**config.mk**
```make
export PLATFORM = sky130hd
export DESIGN_NAME = mcs_select_top
export DESIGN_NICKNAME = d
export VERILOG_FILES = /design/src/rtl/mcs_pkg.sv /design/src/rtl/mcs_cfg_regs.sv /design/src/rtl/mcs_window_decode.sv /design/src/rtl/mcs_strobe_latch.sv /design/src/rtl/mcs_select_top.sv
export SDC_FILE = /design/constraint.sdc
export NUM_CORES = 1
export LEC_CHECK = 0
export ABC_AREA = 0
export CORE_UTILIZATION = 45
export CTS_CLUSTER_SIZE = 12
export DETAILED_ROUTE_END_ITERATION = 6
export GPL_TIMING_DRIVEN = 0
export PLACE_DENSITY_LB_ADDON = 0.1
export SYNTH_ARGS = -nofsm -noshare
export SYNTH_HDL_FRONTEND = slang
export SYNTH_SLANG_ARGS = --single-unit
export TNS_END_PERCENT = 30
```
**constraint.sdc**
```tcl
create_clock -name clk -period 6.9 [get_ports clk]
set_clock_uncertainty 0.15 [all_clocks]
set_input_delay 1.035 -clock clk [delete_from_list [all_inputs] [get_ports clk]]
set_output_delay 1.035 -clock clk [all_outputs]
set_load 0.01 [all_outputs]
```
**src/rtl/mcs_pkg.sv**
```systemverilog
package mcs_pkg;
  typedef enum logic {
    REG_BASE = 1'b0,
    REG_AUX  = 1'b1
  } cfg_sel_e;

  // True when exactly one bit of the vector is set.
  function automatic logic exactly_one(input logic [31:0] v);
    return $countones(v) == 1;
  endfunction
endpackage

```
**src/rtl/mcs_cfg_regs.sv**
```systemverilog
module mcs_cfg_regs #(
  parameter int DATA_W   = 16,
  parameter int SIZE_W   = 7,
  parameter int BASE_W   = 7,
  parameter int SIZE_LSB = 8,
  parameter int MODE_BIT = 7
) (
  input  logic              clk,
  input  logic              rst_n,
  input  logic              cfg_wr,
  input  mcs_pkg::cfg_sel_e cfg_sel,
  input  logic [DATA_W-1:0] cfg_wdata,
  output logic [SIZE_W-1:0] size_q,
  output logic [BASE_W-1:0] base_q,
  output logic              addr_mode_q,
  output logic              base_ok_q,
  output logic              aux_ok_q
);
  localparam int LOCK_BIT = DATA_W - 1;

  logic base_wr, aux_wr;
  assign base_wr = cfg_wr && (cfg_sel == mcs_pkg::REG_BASE);
  // auxiliary writes without the top bit set are dropped
  assign aux_wr  = cfg_wr && (cfg_sel == mcs_pkg::REG_AUX) && cfg_wdata[LOCK_BIT];

  always_ff @(posedge clk or negedge rst_n) begin
    if (!rst_n) begin
      size_q      <= '0;
      base_q      <= '0;
      addr_mode_q <= 1'b0;
      base_ok_q   <= 1'b0;
      aux_ok_q    <= 1'b0;
    end else begin
      if (base_wr) begin
        base_q    <= cfg_wdata[DATA_W-1 -: BASE_W];
        base_ok_q <= 1'b1;
      end
      if (aux_wr) begin
        size_q      <= cfg_wdata[SIZE_LSB +: SIZE_W];
        addr_mode_q <= cfg_wdata[MODE_BIT];
        aux_ok_q    <= 1'b1;
      end
    end
  end
endmodule

```
**src/rtl/mcs_window_decode.sv**
```systemverilog
module mcs_window_decode #(
  parameter int ADDR_W  = 20,
  parameter int SIZE_W  = 7,
  parameter int MIN_LG  = 13,
  parameter int NUM_SEL = 4
) (
  input  logic [ADDR_W-1:0]        addr,
  input  logic [SIZE_W-1:0]        size,
  input  logic [ADDR_W-MIN_LG-1:0] base,
  input  logic                     enable,
  output logic [NUM_SEL-1:0]       sel_n
);
  localparam int IDX_W  = $clog2(NUM_SEL);
  localparam int BASE_W = ADDR_W - MIN_LG;

  logic [SIZE_W-1:0] hit;
  logic [IDX_W-1:0]  idx_arr [SIZE_W];

  // One comparator per legal total size; base bit k lines up with address bit MIN_LG+k.
  for (genvar k = 0; k < SIZE_W; k++) begin : g_size
    localparam int LG = MIN_LG + k;
    assign hit[k]     = size[k] && (addr[ADDR_W-1:LG] == base[BASE_W-1:k]);
    assign idx_arr[k] = addr[LG-1 -: IDX_W];
  end

  logic             any_hit;
  logic [IDX_W-1:0] idx;

  always_comb begin
    any_hit = 1'b0;
    idx     = '0;
    if (enable && mcs_pkg::exactly_one(32'(size))) begin
      for (int k = 0; k < SIZE_W; k++) begin
        if (hit[k]) begin
          any_hit = 1'b1;
          idx     = idx_arr[k];
        end
      end
    end
  end

  always_comb begin
    sel_n = '1;
    if (any_hit) sel_n[idx] = 1'b0;
  end
endmodule

```
**src/rtl/mcs_strobe_latch.sv**
```systemverilog
module mcs_strobe_latch #(
  parameter int NUM_SEL = 4
) (
  input  logic               clk,
  input  logic               rst_n,
  input  logic               addr_strobe,
  input  logic [NUM_SEL-1:0] sel_n_d,
  input  logic [1:0]         abits_d,
  output logic [NUM_SEL-1:0] sel_n_q,
  output logic [1:0]         abits_q
);
  always_ff @(posedge clk or negedge rst_n) begin
    if (!rst_n) begin
      sel_n_q <= '1;
      abits_q <= '0;
    end else if (addr_strobe) begin
      sel_n_q <= sel_n_d;
      abits_q <= abits_d;
    end
  end
endmodule

```
**src/rtl/mcs_select_top.sv**
```systemverilog
module mcs_select_top #(
  parameter int ADDR_W   = 20,
  parameter int DATA_W   = 16,
  parameter int SIZE_W   = 7,
  parameter int MIN_LG   = 13,
  parameter int NUM_SEL  = 4,
  parameter int SIZE_LSB = 8,
  parameter int MODE_BIT = 7
) (
  input  logic               clk,
  input  logic               rst_n,
  input  logic               cfg_wr,
  input  logic               cfg_sel,
  input  logic [DATA_W-1:0]  cfg_wdata,
  input  logic               addr_strobe,
  input  logic [ADDR_W-1:0]  addr,
  input  logic [1:0]         pcs_dec_n,
  output logic [NUM_SEL-1:0] mcs_n,
  output logic [1:0]         dual_pin
);
  localparam int BASE_W = ADDR_W - MIN_LG;

  logic [SIZE_W-1:0]  size_q;
  logic [BASE_W-1:0]  base_q;
  logic               addr_mode_q, base_ok_q, aux_ok_q;
  logic [NUM_SEL-1:0] sel_n_d;
  logic [1:0]         abits_q;

  mcs_cfg_regs #(
    .DATA_W(DATA_W), .SIZE_W(SIZE_W), .BASE_W(BASE_W),
    .SIZE_LSB(SIZE_LSB), .MODE_BIT(MODE_BIT)
  ) regs_i (
    .clk(clk), .rst_n(rst_n), .cfg_wr(cfg_wr),
    .cfg_sel(mcs_pkg::cfg_sel_e'(cfg_sel)), .cfg_wdata(cfg_wdata),
    .size_q(size_q), .base_q(base_q), .addr_mode_q(addr_mode_q),
    .base_ok_q(base_ok_q), .aux_ok_q(aux_ok_q)
  );

  mcs_window_decode #(
    .ADDR_W(ADDR_W), .SIZE_W(SIZE_W), .MIN_LG(MIN_LG), .NUM_SEL(NUM_SEL)
  ) dec_i (
    .addr(addr), .size(size_q), .base(base_q), .enable(base_ok_q), .sel_n(sel_n_d)
  );

  mcs_strobe_latch #(.NUM_SEL(NUM_SEL)) lat_i (
    .clk(clk), .rst_n(rst_n), .addr_strobe(addr_strobe),
    .sel_n_d(sel_n_d), .abits_d({addr[2], addr[1]}),
    .sel_n_q(mcs_n), .abits_q(abits_q)
  );

  // dual-purpose pins: idle until a valid auxiliary write, then by mode
  always_comb begin
    if (!aux_ok_q)        dual_pin = 2'b11;
    else if (addr_mode_q) dual_pin = abits_q;
    else                  dual_pin = pcs_dec_n;
  end
endmodule

```
[Yosys cells after proc, flatten, opt, wreduce, memory -nomap -nowiden]
Index checks and enable logic that the tools add are counted.
Storage, ports and cells
  register bits: 23
  input bits: 43
  output and inout bits: 6
  word-level logic and storage cells: 58
Cells by class
  $add $sub $neg: 6
  order comparisons: 2
  equality and inequality tests: 8
  mux-type cells: 21
  bitwise gates (word level): 2
  reductions and logical operators: 12
Operators by type and width (number)
  adder 32 bit: 2
  adder 32 x 1 -> 32 bit: 1
  == test 32 x 2 -> 1 bit, second input constant: 1
  2-to-1 mux 2 bit: 10
  logical AND 1 bit: 12
  2-to-1 mux 1 bit: 9
  == test 7 bit: 1
  adder 1 x 1 -> 2 bit: 3
  == test 6 bit: 1
  == test 5 bit: 1
  == test 4 bit: 1
  2-to-1 mux 4 bit: 1
  inverter 4 bit: 1
  == test 3 bit: 1
  less-than comparator 2 x 3 -> 1 bit, second input constant: 1
  demux 1 bit (select 2 bit): 1
  == test 2 bit: 1
  >= comparator 2 x 1 -> 1 bit, second input constant: 1
  == test 1 bit: 1
  inverter 1 bit: 1

[Logic depth before layout (Yosys ltp)]
Gate-level depths: netlist of run 1.
  depth after elaboration: 16
  gate-level depth with buffers: 11
  depth with buffers taken out: 11

[Hierarchy]
A second synthesis of run 1 with hierarchy kept.
Unflattened totals
  cells, all modules: 128
  area total of the unflattened synthesis: 1561.5 um^2
By module, submodules not included
  mcs_cfg_regs: times used 1, cells an instance 37, area each 700.7 um^2, seq. area each 425.4 um^2
  mcs_window_decode: times used 1, cells an instance 74, area each 576.8 um^2, seq. area each 0.0 um^2
  mcs_strobe_latch: times used 1, cells an instance 13, area each 256.5 um^2, seq. area each 155.1 um^2
  mcs_select_top: times used 1, cells an instance 4, area each 27.5 um^2, seq. area each 0.0 um^2

[Worst setup path before layout of run 1]
No wires, ideal clock.
  kind: reg-to-reg
  start point: register regs_i.size_q[4]
  end point: register lat_i.sel_n_q[1]
  setup time: 86 ps
  arrival: 2830 ps
  required time: 6664 ps
  setup slack: 3834 ps
  stages on the path, launching flop included: 12
  path buffers: 0
  period minus slack after synthesis: 3066 ps
  cell sequence: dfrtp_1 -> ha_1 -> inv_1 -> fa_1 -> inv_1 -> ha_1 -> inv_1 -> fa_1 -> a2111oi_0 -> o21ai_0 -> o21bai_2 -> o41a_1
On the way
  word-level cells in the longest chain between the ends: 12
  elaborated cells on any way between the ends: 21
  classes of those cells: add/sub: 3; order compare: 2; eq/ne: 1; mux: 11; bitwise: 1; reduce/logical: 3
RTL lines
  from (decl): RTL line mcs_cfg_regs.sv:13  | output logic [SIZE_W-1:0] size_q,
  from (signal assigned): RTL line mcs_cfg_regs.sv:39  | size_q <= cfg_wdata[SIZE_LSB +: SIZE_W];
  adder 1 x 1 -> 2 bit (implied by the code): RTL line mcs_pkg.sv:9  | return $countones(v) == 1;
  adder 32 x 1 -> 32 bit (implied by the code): RTL line mcs_pkg.sv:9
  adder 32 bit (implied by the code): RTL line mcs_pkg.sv:9
  == test 32 x 2 -> 1 bit: RTL line mcs_pkg.sv:9
  logical AND 1 bit: RTL line mcs_window_decode.sv:32  | if (enable && mcs_pkg::exactly_one(32'(size))) begin
  2-to-1 mux 2 bit: RTL line mcs_window_decode.sv:32
  less-than comparator 2 x 3 -> 1 bit (implied by the code) / >= comparator 2 x 1 -> 1 bit (equally long branches): RTL line mcs_window_decode.sv:44  | if (any_hit) sel_n[idx] = 1'b0;
  logical AND 1 bit (implied by the code): RTL line mcs_window_decode.sv:44
  2-to-1 mux 1 bit (implied by the code): RTL line mcs_window_decode.sv:44
  demux 1 bit (select 2 bit)
  inverter 4 bit (no source line)
  2-to-1 mux 4 bit (*): RTL line mcs_window_decode.sv:44
  to (signal assigned): RTL line mcs_strobe_latch.sv:17  | sel_n_q <= sel_n_d;
  to (decl): RTL line mcs_strobe_latch.sv:9  | output logic [NUM_SEL-1:0] sel_n_q,
Every way passes the cells marked *; elsewhere a longest branch is shown, timed or not.
A chain may end at the register's enable or synchronous reset.

[Final worst setup path of run 1]
Same ends and word-level chain as after synthesis.

==> summary.md, run 1 <==
| Metric | Value |
|---|---|
| Outcome | finished, final reports clean |
| Final wirelength | just over 3 mm |
| # resized after CTS | 0 |
| Initial antenna violation count | 0 |
| Sink Count | 23 |
| Max Freq | between 0.2 and 0.3 GHz |
| Area occupied by multi-input gates | about 860 um^2 |
| Storage cell area | 581 um^2 |
| Clk root buf | clkbuf_4 |
| Post-Syn Area | ~0.0015 mm^2 |
| Final TNS setup | 0 ps |
| VDD IR max | 130 uV |
| CTS tree | built |
| Antenna Cells | 0 |
| Share of synthesized registers carrying an async set or reset | 100% |
| Max_cap viols | 0 |
| Number of synthesized register bits | 23 |
| CTS max path bufs | 2 |
| Top-area cell type share of the netlist area | a little under a third |
| Iter 0 DRT Violations | 42 |
| Cell taking the most area after synthesis | dfrtp_1 |
| Final Critical Period | 3470 ps |
| Total of fill cells in the finished design | roughly 290 |
| P_leak | 0.000749 uW |
| Critical path peak fanout | 8 |
| Gr ovfl total | 0 |
| Hold buffers post-CTS | 0 |
| Die area | 0.00357 mm^2 |
| YS warnings | 0 |
| CP endpoint kind | flip-flop |
| Max-slew violation count | 0 |
| Post-DR wirelength/cell | 13.9 um |
| Share of layout cells above drive strength 1 | 21.3% |
| DR DRC count | 0 |
| Final Hold Fails | 0 |
| Slew @ Worst Pin | just over 1000 ps |
| H-tree depth | 1 |
| Synth Instances | around 140 |
| HPWL Detailed | 2.45 mm |
| Placer Congestion | 0.867 |
| Via/cell ratio | 5.41 |
| Total setup buffers inserted after CTS | 0 |
| Ys flop type | dfrtp_1 |
| P&R area growth vs syn | 26.9% |
| IO Count | 49 |
| Worst min path class | flip-flop to flip-flop |
| Placeable Area | a little over 0.003 mm^2 |
| Count leader, synth | dfrtp_1 |
| Synthesized net count | about 190 |
| Number of global-route vias before repair | 1173 |
| Mean cell area of the mapped netlist | between 10 and 15 um^2 |
| Die Width | 59.7 um |
| Clock-pin slew on the worst setup and hold paths | ~140 ps |
| Die Height | between 50 and 60 um |
| RSZ-0062 raised after global routing | no |
| Setup violators final | 0 |
| Antenna-violating nets left | 0 |
| # rows | 20 |
| Nets | 230 |
| Power Dens Cells | 234 mW/mm^2 |
| Total Routing Usage GR | between 20% and 30% |
| Period utilization | 50.3% |
| Post-synthesis cell type count | 41 |
| First-pass GRT wire length | 5.26 mm |
| CTS Buf Count | 3 |
| Initial Util | 48.3% |
| Crit Path Class | flip-flop to flip-flop |
| Worst setup SP type | flip-flop |
| Critical Path AT | 3580 ps |
| Critical Path RT | 7010 ps |
| Pre-antenna DRT Iters | 4 |
| Slew margin rel. | 32.5% |
| Number of I/O port buffers | 32 |
| Pin count of the biggest net entering global routing | 24 |
| Top cells by count, synth | 19 x dfrtp_1, 17 x mux2_2, 13 x inv_1 |
| Post-synth EDFFs | 0 |
| Design Power | 446 uW |
| Via count | 1201 |
| Worst-skew pair later-pin latency | about 330 ps |
| Seq/Total Area, Yosys | 38.7% |
| Synth top area cells | dfrtp_1 32%, mux2_2 13%, dfstp_2 7.0% |
## flip-flops by register name (all words and copies together) (netlist names)
register,cells
lat_i.sel_n_q,4
regs_i.base_ok_q,1
regs_i.base_q,7
regs_i.size_q,7
lat_i.abits_q,2
regs_i.aux_ok_q,1
regs_i.addr_mode_q,1
## report_power, final
group,internal [uW],switching (uW),total [uW]
logic,104,96.7,201
clock network,21.8,43.8,65.6
registers,158,21.7,179
total,284,162,446
## metrics by stage
| stage | instances | worst slack, ps | instance area (um^2) | utilization, % | hold WS (ps) |
|---|---|---|---|---|---|
| finish | 222 | 3430 | 1900 | 61.3 | 335 |
| CTS | 222 | 3490 | 1900 | 61.3 | 338 |
| detailed placement | 218 | 3370 | 1880 | 60.4 | 306 |
| global route | 222 | 3200 | 1900 | 61.3 | 360 |
| global placement | 218 | 3390 | 1880 | 60.4 | 298 |
| floorplan | 142 | 3830 | 1500 | - | 281 |
## area by class of cell
| class | count | share of cell area, % |
|---|---|---|
| repair buffers | 32 | 16.8 |
| well taps | 44 | 2.89 |
| inverters | 13 | 2.56 |
| clock buffers | 3 | 1.18 |
| clock inverters | 1 | 0.263 |
| plain buffers | 2 | 0.394 |
| multi-input cells | 104 | 45.4 |
| flip-flops and latches | 23 | 30.5 |
## worst paths after layout
path                                       start                to  slack (ps)  depth (start not counted)
worst max register to register  regs_i.size_q[4]  lat_i.sel_n_q[1]        3430                         11
min in group asynchronous                  rst_n  regs_i.size_q[1]        1090                          1
worst min register to register  regs_i.base_ok_q  regs_i.base_ok_q         340                          1
worst min-delay path            regs_i.base_ok_q  regs_i.base_ok_q         340                          1
max in group asynchronous                  rst_n  regs_i.size_q[4]        4890                          1
worst max-delay path            regs_i.size_q[4]  lat_i.sel_n_q[1]        3430                         11
## cell usage in the layout, fill, tap and decap left out, types with 2 or more instances in the layout
| master | count |
|---|---|
| nand4_1 | 4 |
| a21oi_1 | 6 |
| xnor2_1 | 5 |
| or2_2 | 4 |
| o21ai_0 | 2 |
| clkdlybuf4s50_1 | 32 |
| nor3_1 | 3 |
| inv_1 | 13 |
| nand3_1 | 5 |
| clkbuf_1 | 2 |
| xor2_1 | 3 |
| mux2i_1 | 2 |
| dfrtp_1 | 19 |
| or3_4 | 2 |
| nor2_1 | 8 |
| o211ai_1 | 2 |
| a31oi_1 | 4 |
| clkbuf_4 | 3 |
| ha_1 | 5 |
| dfstp_2 | 4 |
| nand2b_1 | 3 |
| mux2_2 | 17 |
| nand2_1 | 5 |
| fa_1 | 3 |
| nor2b_1 | 3 |
## worst max-delay path, cell delays in order (launching register included)
cell and delay [ps]:
dfrtp_1 490, ha_1 320, inv_1 70, fa_1 410, inv_1 60, ha_1 160, inv_1 60, fa_1 380
a2111oi_0 550, o21ai_0 200, o21bai_2 230, o41a_1 320
## layer usage
layer,track usage (%),wire length (um)
met1,24.9,1350
met4,9.30,85
met2,34.9,1520
met5,0,0
met3,3.25,136
## logic make-up after synthesis
kind of cell	Yosys count	synth area share, %
AOI/OAI and AO/OA	26	13.9
and+or+nand+nor	42	15.6
DFF	23	38.7
xor gates and xnor gates	9	5.76
adders and majority gates	8	8.17
muxes	19	14.1
buffers and inverters	15	3.75
(Power assumes the default switching activity.)
==> run 2, diff against run 1 <==
--- a/config.mk
+++ b/config.mk
@@ -6,7 +6,7 @@
 export NUM_CORES = 1
 export LEC_CHECK = 0
 export ABC_AREA = 0
-export CORE_UTILIZATION = 45
+export CORE_UTILIZATION = 41
 export CTS_CLUSTER_SIZE = 12
 export DETAILED_ROUTE_END_ITERATION = 6
 export GPL_TIMING_DRIVEN = 0
==> constraint.sdc (replaced) <==
create_clock -name clk -period 2.83 [get_ports clk]
set_clock_uncertainty 0.15 [all_clocks]
set_input_delay 0.4245 -clock clk [delete_from_list [all_inputs] [get_ports clk]]
set_output_delay 0.4245 -clock clk [all_outputs]
set_load 0.01 [all_outputs]
==> run 2 against run 1 <==
  * The run now ends with setup timing left
  * Clock-buffer cell count grew 1
  * Sequential cell count is the same
  * Die area is 9.4% higher
  * Sequential power increased by 140%
  * Largest power group unchanged
==> summary.md, run 2 (same netlist as run 1, synthesis figures left out) <==
| Metric | Value |
|---|---|
| Gr ovfl total | 0 (unchanged) |
| Final wirelength | 3.37 mm (+9.4%) |
| Layout Cells excl Fill | 228 (+2.7%) |
| CTS Buf Count | 3 (unchanged) |
| Post-DR wirelength/cell | 14.8 um (+6.6%) |
| Share of layout cells above drive strength 1 | 29.7% (+8.3 points) |
| Final Hold Fails | 0 (unchanged) |
| CP Cell Sequence | ha_4, inv_1, fa_1, inv_2, ha_4, inv_2, fa_2, and3_4, o21ai_2, o21bai_4, o41a_1 |
| R2R cell count | 11 (unchanged) |
| RSZ-0062 raised after global routing | yes |
| Worst min path class | flip-flop to flip-flop |
| Power Dens Cells | 626 mW/mm^2 (+170%) |
| Placeable Area | 0.00342 mm^2 (+10%) |
| P&R area growth vs syn | 34.4% |
| Top Usage Layer GRT | met2 |
| Total Routing Usage GR | 18.5% (-1.9 points) |
| Total of fill cells in the finished design | 315 (+9.4%) |
| Die Width | 62.5 um (+4.6%) |
| Crit Reg-Reg Endpoint | lat_i.sel_n_q[1] |
| P_leak | 0.000764 uW (+2.0%) |
| Die Height | 62.5 um (+4.6%) |
| Slew @ Worst Pin | 1030 ps (+18.5 ps) |
| Antenna Cells | 0 (unchanged) |
| Crit Path Class | flip-flop to flip-flop |
| H-tree depth | 1 (unchanged) |
| Clk root buf | clkbuf_4 |
| Pin count of the biggest net entering global routing | 24 (unchanged) |
| Iter 0 DRT Violations | 27 (-36%) |
| Sink Count | 23 (unchanged) |
| CP endpoint kind | flip-flop |
| Antenna-violating nets left | 0 (unchanged) |
| DR DRC count | 0 (unchanged) |
| # rows | 21 (+5.0%) |
| Crit path capture | lat_i.sel_n_q[1] |
| Setup violators final | 2 (+2) |
| Final setup margin | -225 ps (-3660 ps) |
| Initial Util | 43.9% (-4.4 points) |
| CTS tree | built |
| Worst-skew pair later-pin latency | 320 ps (about the same) |
| Max Freq | 0.327 GHz (+14%) |
| Period utilization | 108% (+58 points) |
| IO Count | 49 (unchanged) |
| Delay-heaviest family, CP | adder cells |
| Final TNS setup | -234 ps (-234 ps) |
| Biggest regs | regs_i.base_q x7, regs_i.size_q x7, lat_i.sel_n_q x4 |
| Dpl cells | 220 (+0.92%) |
| Bufs and invs on worst path | 3 (unchanged) |
| CP Depth | 11 (unchanged) |
| Critical path peak fanout | 2 (-6) |
| First-pass GRT wire length | 5.60 mm (+6.4%) |
| Via count | 1216 (+1.2%) |
| Design Power | 1260 uW (+180%) |
| Slowest stage delay, CP | 530 ps (-20 ps) |
| Placer Congestion | 0.865 (-0.15%) |
| Number of I/O port buffers | 32 (unchanged) |
| Most frequent cells in the layout | 32 x clkdlybuf4s50_1, 17 x mux2_2, 16 x dfrtp_1, 10 x inv_1, 8 x nor2_1 |
| Slew margin rel. | 31.3% (-1.2 points) |
| Met2 GRT Util | 29.2% (-5.7 points) |
| M1 GR Usage | 25.1% (+0.18 points) |
| Outcome | finished with violations |
| R2R setup slack | -230 ps (-3660 ps) |
| Worst Setup SP | regs_i.size_q[5] |
| Crit Reg-Reg Startpoint | regs_i.size_q[5] |
| Final Critical Period | 3060 ps (-414 ps) |
| Dpl ws | -232 ps (-3600 ps) |
| Hold Slack | 337 ps (+1.36 ps) |
| Worst hold path depth | 1 (unchanged) |
| Max-slew violation count | 0 (unchanged) |
| CTS max path bufs | 2 (unchanged) |
| Met3 usage | 2.37% (-0.87 points) |
| VDD IR max | 321 uV (+150%) |
| Via/cell ratio | 5.33 (-1.4%) |
| Most common cell after layout, fill and taps aside | clkdlybuf4s50_1 |
| Worst setup SP type | flip-flop |
| Critical Path RT | 2920 ps (-4090 ps) |
| Nets | 234 (+1.7%) |
| Initial antenna violation count | 0 (unchanged) |
| HPWL Detailed | 2.54 mm (+3.9%) |
| Violated checks | setup timing |
| Number of global-route vias before repair | 1215 (+3.6%) |
| CP max-delay cell | fa_2 |
| Critical Path AT | 3150 ps (-430 ps) |
| Clock-pin slew on the worst setup and hold paths | 130 ps (about the same) |
| Die area | 0.00391 mm^2 (+9.4%) |
| Max_cap viols | 0 (unchanged) |
| Pre-antenna DRT Iters | 4 (unchanged) |
-- run 2: cell types whose count changed in the layout (fill, tap and decap cells not counted), moves of 3 or more --
cell and delta:
buf_4 +4, dfrtp_1 -3, dfrtp_2 +3, ha_1 -3, ha_4 +3, inv_1 -3
inv_2 +3
-- run 2: where the power goes --
part,internal (uW),leakage (uW),switching [uW]
Sequential,386,0.000257,50.2
Clock,55.1,0.0000150,98.3
Combinational,354,0.000493,318
-- run 2: cell type report --
cell class / instances / area [um^2] / share of cell area (%)
multi-input cells: 104 / 942 / 46.7
repair buffers: 36 / 350 / 17.4
inverters: 13 / 48.8 / 2.42
flip-flops and latches: 23 / 584 / 29.0
clock buffers: 4 / 26.3 / 1.30
well taps: 46 / 57.6 / 2.85
plain buffers: 2 / 7.51 / 0.372
-- run 2: worst reg2reg max path, stage by stage (launching register included) --
cell and delay (ps):
dfrtp_2 470, ha_4 270, inv_1 40, fa_1 450
inv_2 80, ha_4 130, inv_2 40, fa_2 530
and3_4 180, o21ai_2 50, o21bai_4 170, o41a_1 430
-- run 2: per-stage QoR --
step           area (um^2)  util, %
2_1_floorplan         1510        -
3_3_place_gp          1890     55.3
3_5_place_dp          1890     55.3
4_1_cts               1960     57.4
5_1_grt               2020     59.0
6_report              2020     59.0
-- run 2: layer usage --
layer	vias up	share of wire (%)	wire, um
met1	577	47	1570
li1	595	-	-
met4	0	1.3	44
met2	40	48	1630
met5	-	0	0
met3	4	3.8	127
-- run 2: how the worst min path moves through the flow --
stage	slack [ps]	startpoint	end
5_1_grt	370	regs_i.base_ok_q	regs_i.base_ok_q
4_1_cts	330	regs_i.base_ok_q	regs_i.base_ok_q
6_report	340	regs_i.base_ok_q	regs_i.base_ok_q
2_1_floorplan	-20	rst_n	lat_i.abits_q[0]
3_5_place_dp	300	regs_i.base_ok_q	regs_i.base_ok_q
3_3_place_gp	300	regs_i.base_ok_q	regs_i.base_ok_q
-- run 2: repair_timing --
item / 4_1_cts / 5_1_grt
resized for setup: 5 / 9
hold buffers: 0 / 0
buffers inserted: 3 / 1
pin swaps: 1 / 9
endpoints found under the setup margin: 4 / 4
==> run 3, diff against run 2 <==
--- a/config.mk
+++ b/config.mk
@@ -6,6 +6,7 @@
 export NUM_CORES = 1
 export LEC_CHECK = 0
 export ABC_AREA = 0
+export CORE_MARGIN = 2
 export CORE_UTILIZATION = 41
 export CTS_CLUSTER_SIZE = 12
 export DETAILED_ROUTE_END_ITERATION = 6
==> run 3 against run 2 <==
  * The flow still finishes with violations (setup timing)
  * Cell count stayed put
  * Clock-buffer cell count stayed put
  * Sequential share of layout area stayed put
  * Sequential cell count stayed put
  * Register-to-register slack better by 70 ps
  * Global-route usage is 0.34 points lower
==> summary.md, run 3 (same netlist as run 1, synthesis figures left out) <==
| Metric | Value |
|---|---|
| Hold buffers post-CTS | 0 (unchanged) |
| H-tree depth | 1 (unchanged) |
| P_leak | 0.000762 uW (-0.30%) |
| Post-layout util | 59.0% (unchanged) |
| Final wirelength | 3.36 mm (-0.50%) |
| Most frequent cells in the layout | 32 x clkdlybuf4s50_1, 17 x mux2_2, 16 x dfrtp_1, 9 x inv_1, 8 x nor2_1 |
| Max-slew violation count | 0 (unchanged) |
| P&R area growth vs syn | 34.4% (unchanged) |
| Hold path startpoint | regs_i.base_ok_q |
| Via/cell ratio | 5.48 (+2.8%) |
| VDD IR max | 299 uV (-7.0%) |
| Critical path peak fanout | 2 (unchanged) |
| HPWL Detailed | 2.58 mm (+1.6%) |
| Antenna Cells | 0 (unchanged) |
| Post-DR wirelength/cell | 14.7 um (-0.50%) |
| Area occupied by multi-input gates | 942 um^2 (unchanged) |
| Initial Util | 43.9% (unchanged) |
| Final Hold Fails | 0 (unchanged) |
| Sink Count | 23 (unchanged) |
| Period utilization | 106% (-2.5 points) |
| Number of I/O port buffers | 32 (unchanged) |
| Critical Path RT | 2920 ps (about the same) |
| Iter 0 DRT Violations | 37 (+37%) |
| IO Count | 49 (unchanged) |
| Slew margin rel. | 32.2% (+0.89 points) |
| Clk root buf | clkbuf_4 |
| Max_cap viols | 0 (unchanged) |
| Placer Congestion | 0.827 (-4.4%) |
| Crit Reg-Reg Startpoint | regs_i.size_q[2] |
| Total of fill cells in the finished design | 333 (+5.7%) |
| Design Power | 1270 uW (+0.58%) |
| CTS max path bufs | 2 (unchanged) |
| Placeable Area | 0.00342 mm^2 (unchanged) |
| Pre-antenna DRT Iters | 4 (unchanged) |
| Final Critical Period | 2990 ps (-69.4 ps) |
| Die Height | 64.5 um (+3.2%) |
| Max Freq | 0.335 GHz (+2.3%) |
| First-pass GRT wire length | 5.91 mm (+5.7%) |
| Setup violators final | 3 (+1) |
| Critical Path AT | 3080 ps (-70 ps) |
| Crit Reg-Reg Endpoint | lat_i.sel_n_q[1] |
| RSZ-0062 raised after global routing | yes |
| Die area | 0.00416 mm^2 (+6.5%) |
| Initial antenna violation count | 0 (unchanged) |
| Number of global-route vias before repair | 1284 (+5.7%) |
| Final TNS setup | -187 ps (+46.6 ps) |
| Storage cell area | 584 um^2 (unchanged) |
| Outcome | finished with violations |
| Dpl ws | -269 ps (-37.1 ps) |
| Gr ovfl total | 0 (unchanged) |
| Crit Path Class | flip-flop to flip-flop |
| Biggest regs | regs_i.base_q x7, regs_i.size_q x7, lat_i.sel_n_q x4 |
| CTS Buf Count | 3 (unchanged) |
| Final setup margin | -156 ps (+69.4 ps) |
| Worst Setup SP | regs_i.size_q[2] |
| CTS tree | built |
| Via count | 1250 (+2.8%) |
| DR DRC count | 0 (unchanged) |
| Slew @ Worst Pin | 1010 ps (-13.3 ps) |
| Worst setup SP type | flip-flop |
| Power Dens Cells | 629 mW/mm^2 (+0.58%) |
| Die Width | 64.5 um (+3.2%) |
| # rows | 21 (unchanged) |
| Worst hold path depth | 1 (unchanged) |
| Worst min path class | flip-flop to flip-flop |
| Nets | 234 (unchanged) |
| Worst-skew pair later-pin latency | 310 ps (about the same) |
| R2R cell count | 11 (unchanged) |
| Total Routing Usage GR | 18.1% (-0.34 points) |
| CP endpoint kind | flip-flop |
| Clock-pin slew on the worst setup and hold paths | 120 ps (about the same) |
| Share of layout cells above drive strength 1 | 30.2% (+0.55 points) |
| Violated checks | setup timing |
| Most common cell after layout, fill and taps aside | clkdlybuf4s50_1 |
| R2R setup slack | -160 ps (+70 ps) |
| Antenna-violating nets left | 0 (unchanged) |
| WHS Endpoint | regs_i.base_ok_q |
| Pin count of the biggest net entering global routing | 24 (unchanged) |
-- run 3: cell counts in the layout (fill, tap and decap cells not counted) --
No cell type changed its count.
-- run 3: layout make-up --
| class | instances | share of cell area, % |
|---|---|---|
| Sequential cell | 23 | 29.0 |
| Inverter | 13 | 2.42 |
| Multi-Input combinational cell | 104 | 46.7 |
| Buffer | 2 | 0.372 |
| Clock buffer | 4 | 1.30 |
| Tap cell | 46 | 2.85 |
| Timing Repair Buffer | 36 | 17.4 |
-- run 3: critical path, cell delays in order (launching register included) --
cell and delay (ps):
dfrtp_2 460, ha_4 270, inv_2 30, fa_1 460
inv_2 80, ha_4 130, inv_2 30, fa_2 510
and3_4 180, o21ai_2 60, o21bai_4 180, o41a_1 370
-- run 3: worst max-delay path by stage --
stage	endpoint	cells past startpoint
2_1_floorplan	lat_i.sel_n_q[1]	11
3_3_place_gp	lat_i.sel_n_q[1]	10
3_5_place_dp	lat_i.sel_n_q[1]	10
4_1_cts	lat_i.sel_n_q[1]	11
5_1_grt	lat_i.sel_n_q[1]	11
6_report	lat_i.sel_n_q[1]	11
-- run 3: timing repair --
action,in CTS,in global routing
setup buffers,4,0
gates resized for setup,11,4
pin swaps,4,3
setup endpoints to repair,4,4
-- run 3: per-layer routing --
metal	GRT usage [%]	up-vias	wire length [um]
met4	7.18	0	78
met3	2.43	9	145
li1	-	594	-
met2	31.3	32	1650
met1	22.9	615	1480
met5	0	-	0
-- run 3: metrics by stage --
step / cell area [um^2] / hold slack (ps) / cells
after floorplan: 1510 / -21.1 / 142
after global placement: 1890 / 303 / 220
after detailed placement: 1890 / 307 / 220
after CTS: 1990 / 346 / 228
after global routing: 2020 / 368 / 228
final: 2020 / 339 / 228
-- run 3: report_power, final --
part           internal (uW)  switching, uW  leakage (uW)
Sequential               386           50.0      0.000257
Combinational            359            323      0.000490
Clock                   55.1           95.7     0.0000150
Total                    800            469      0.000762
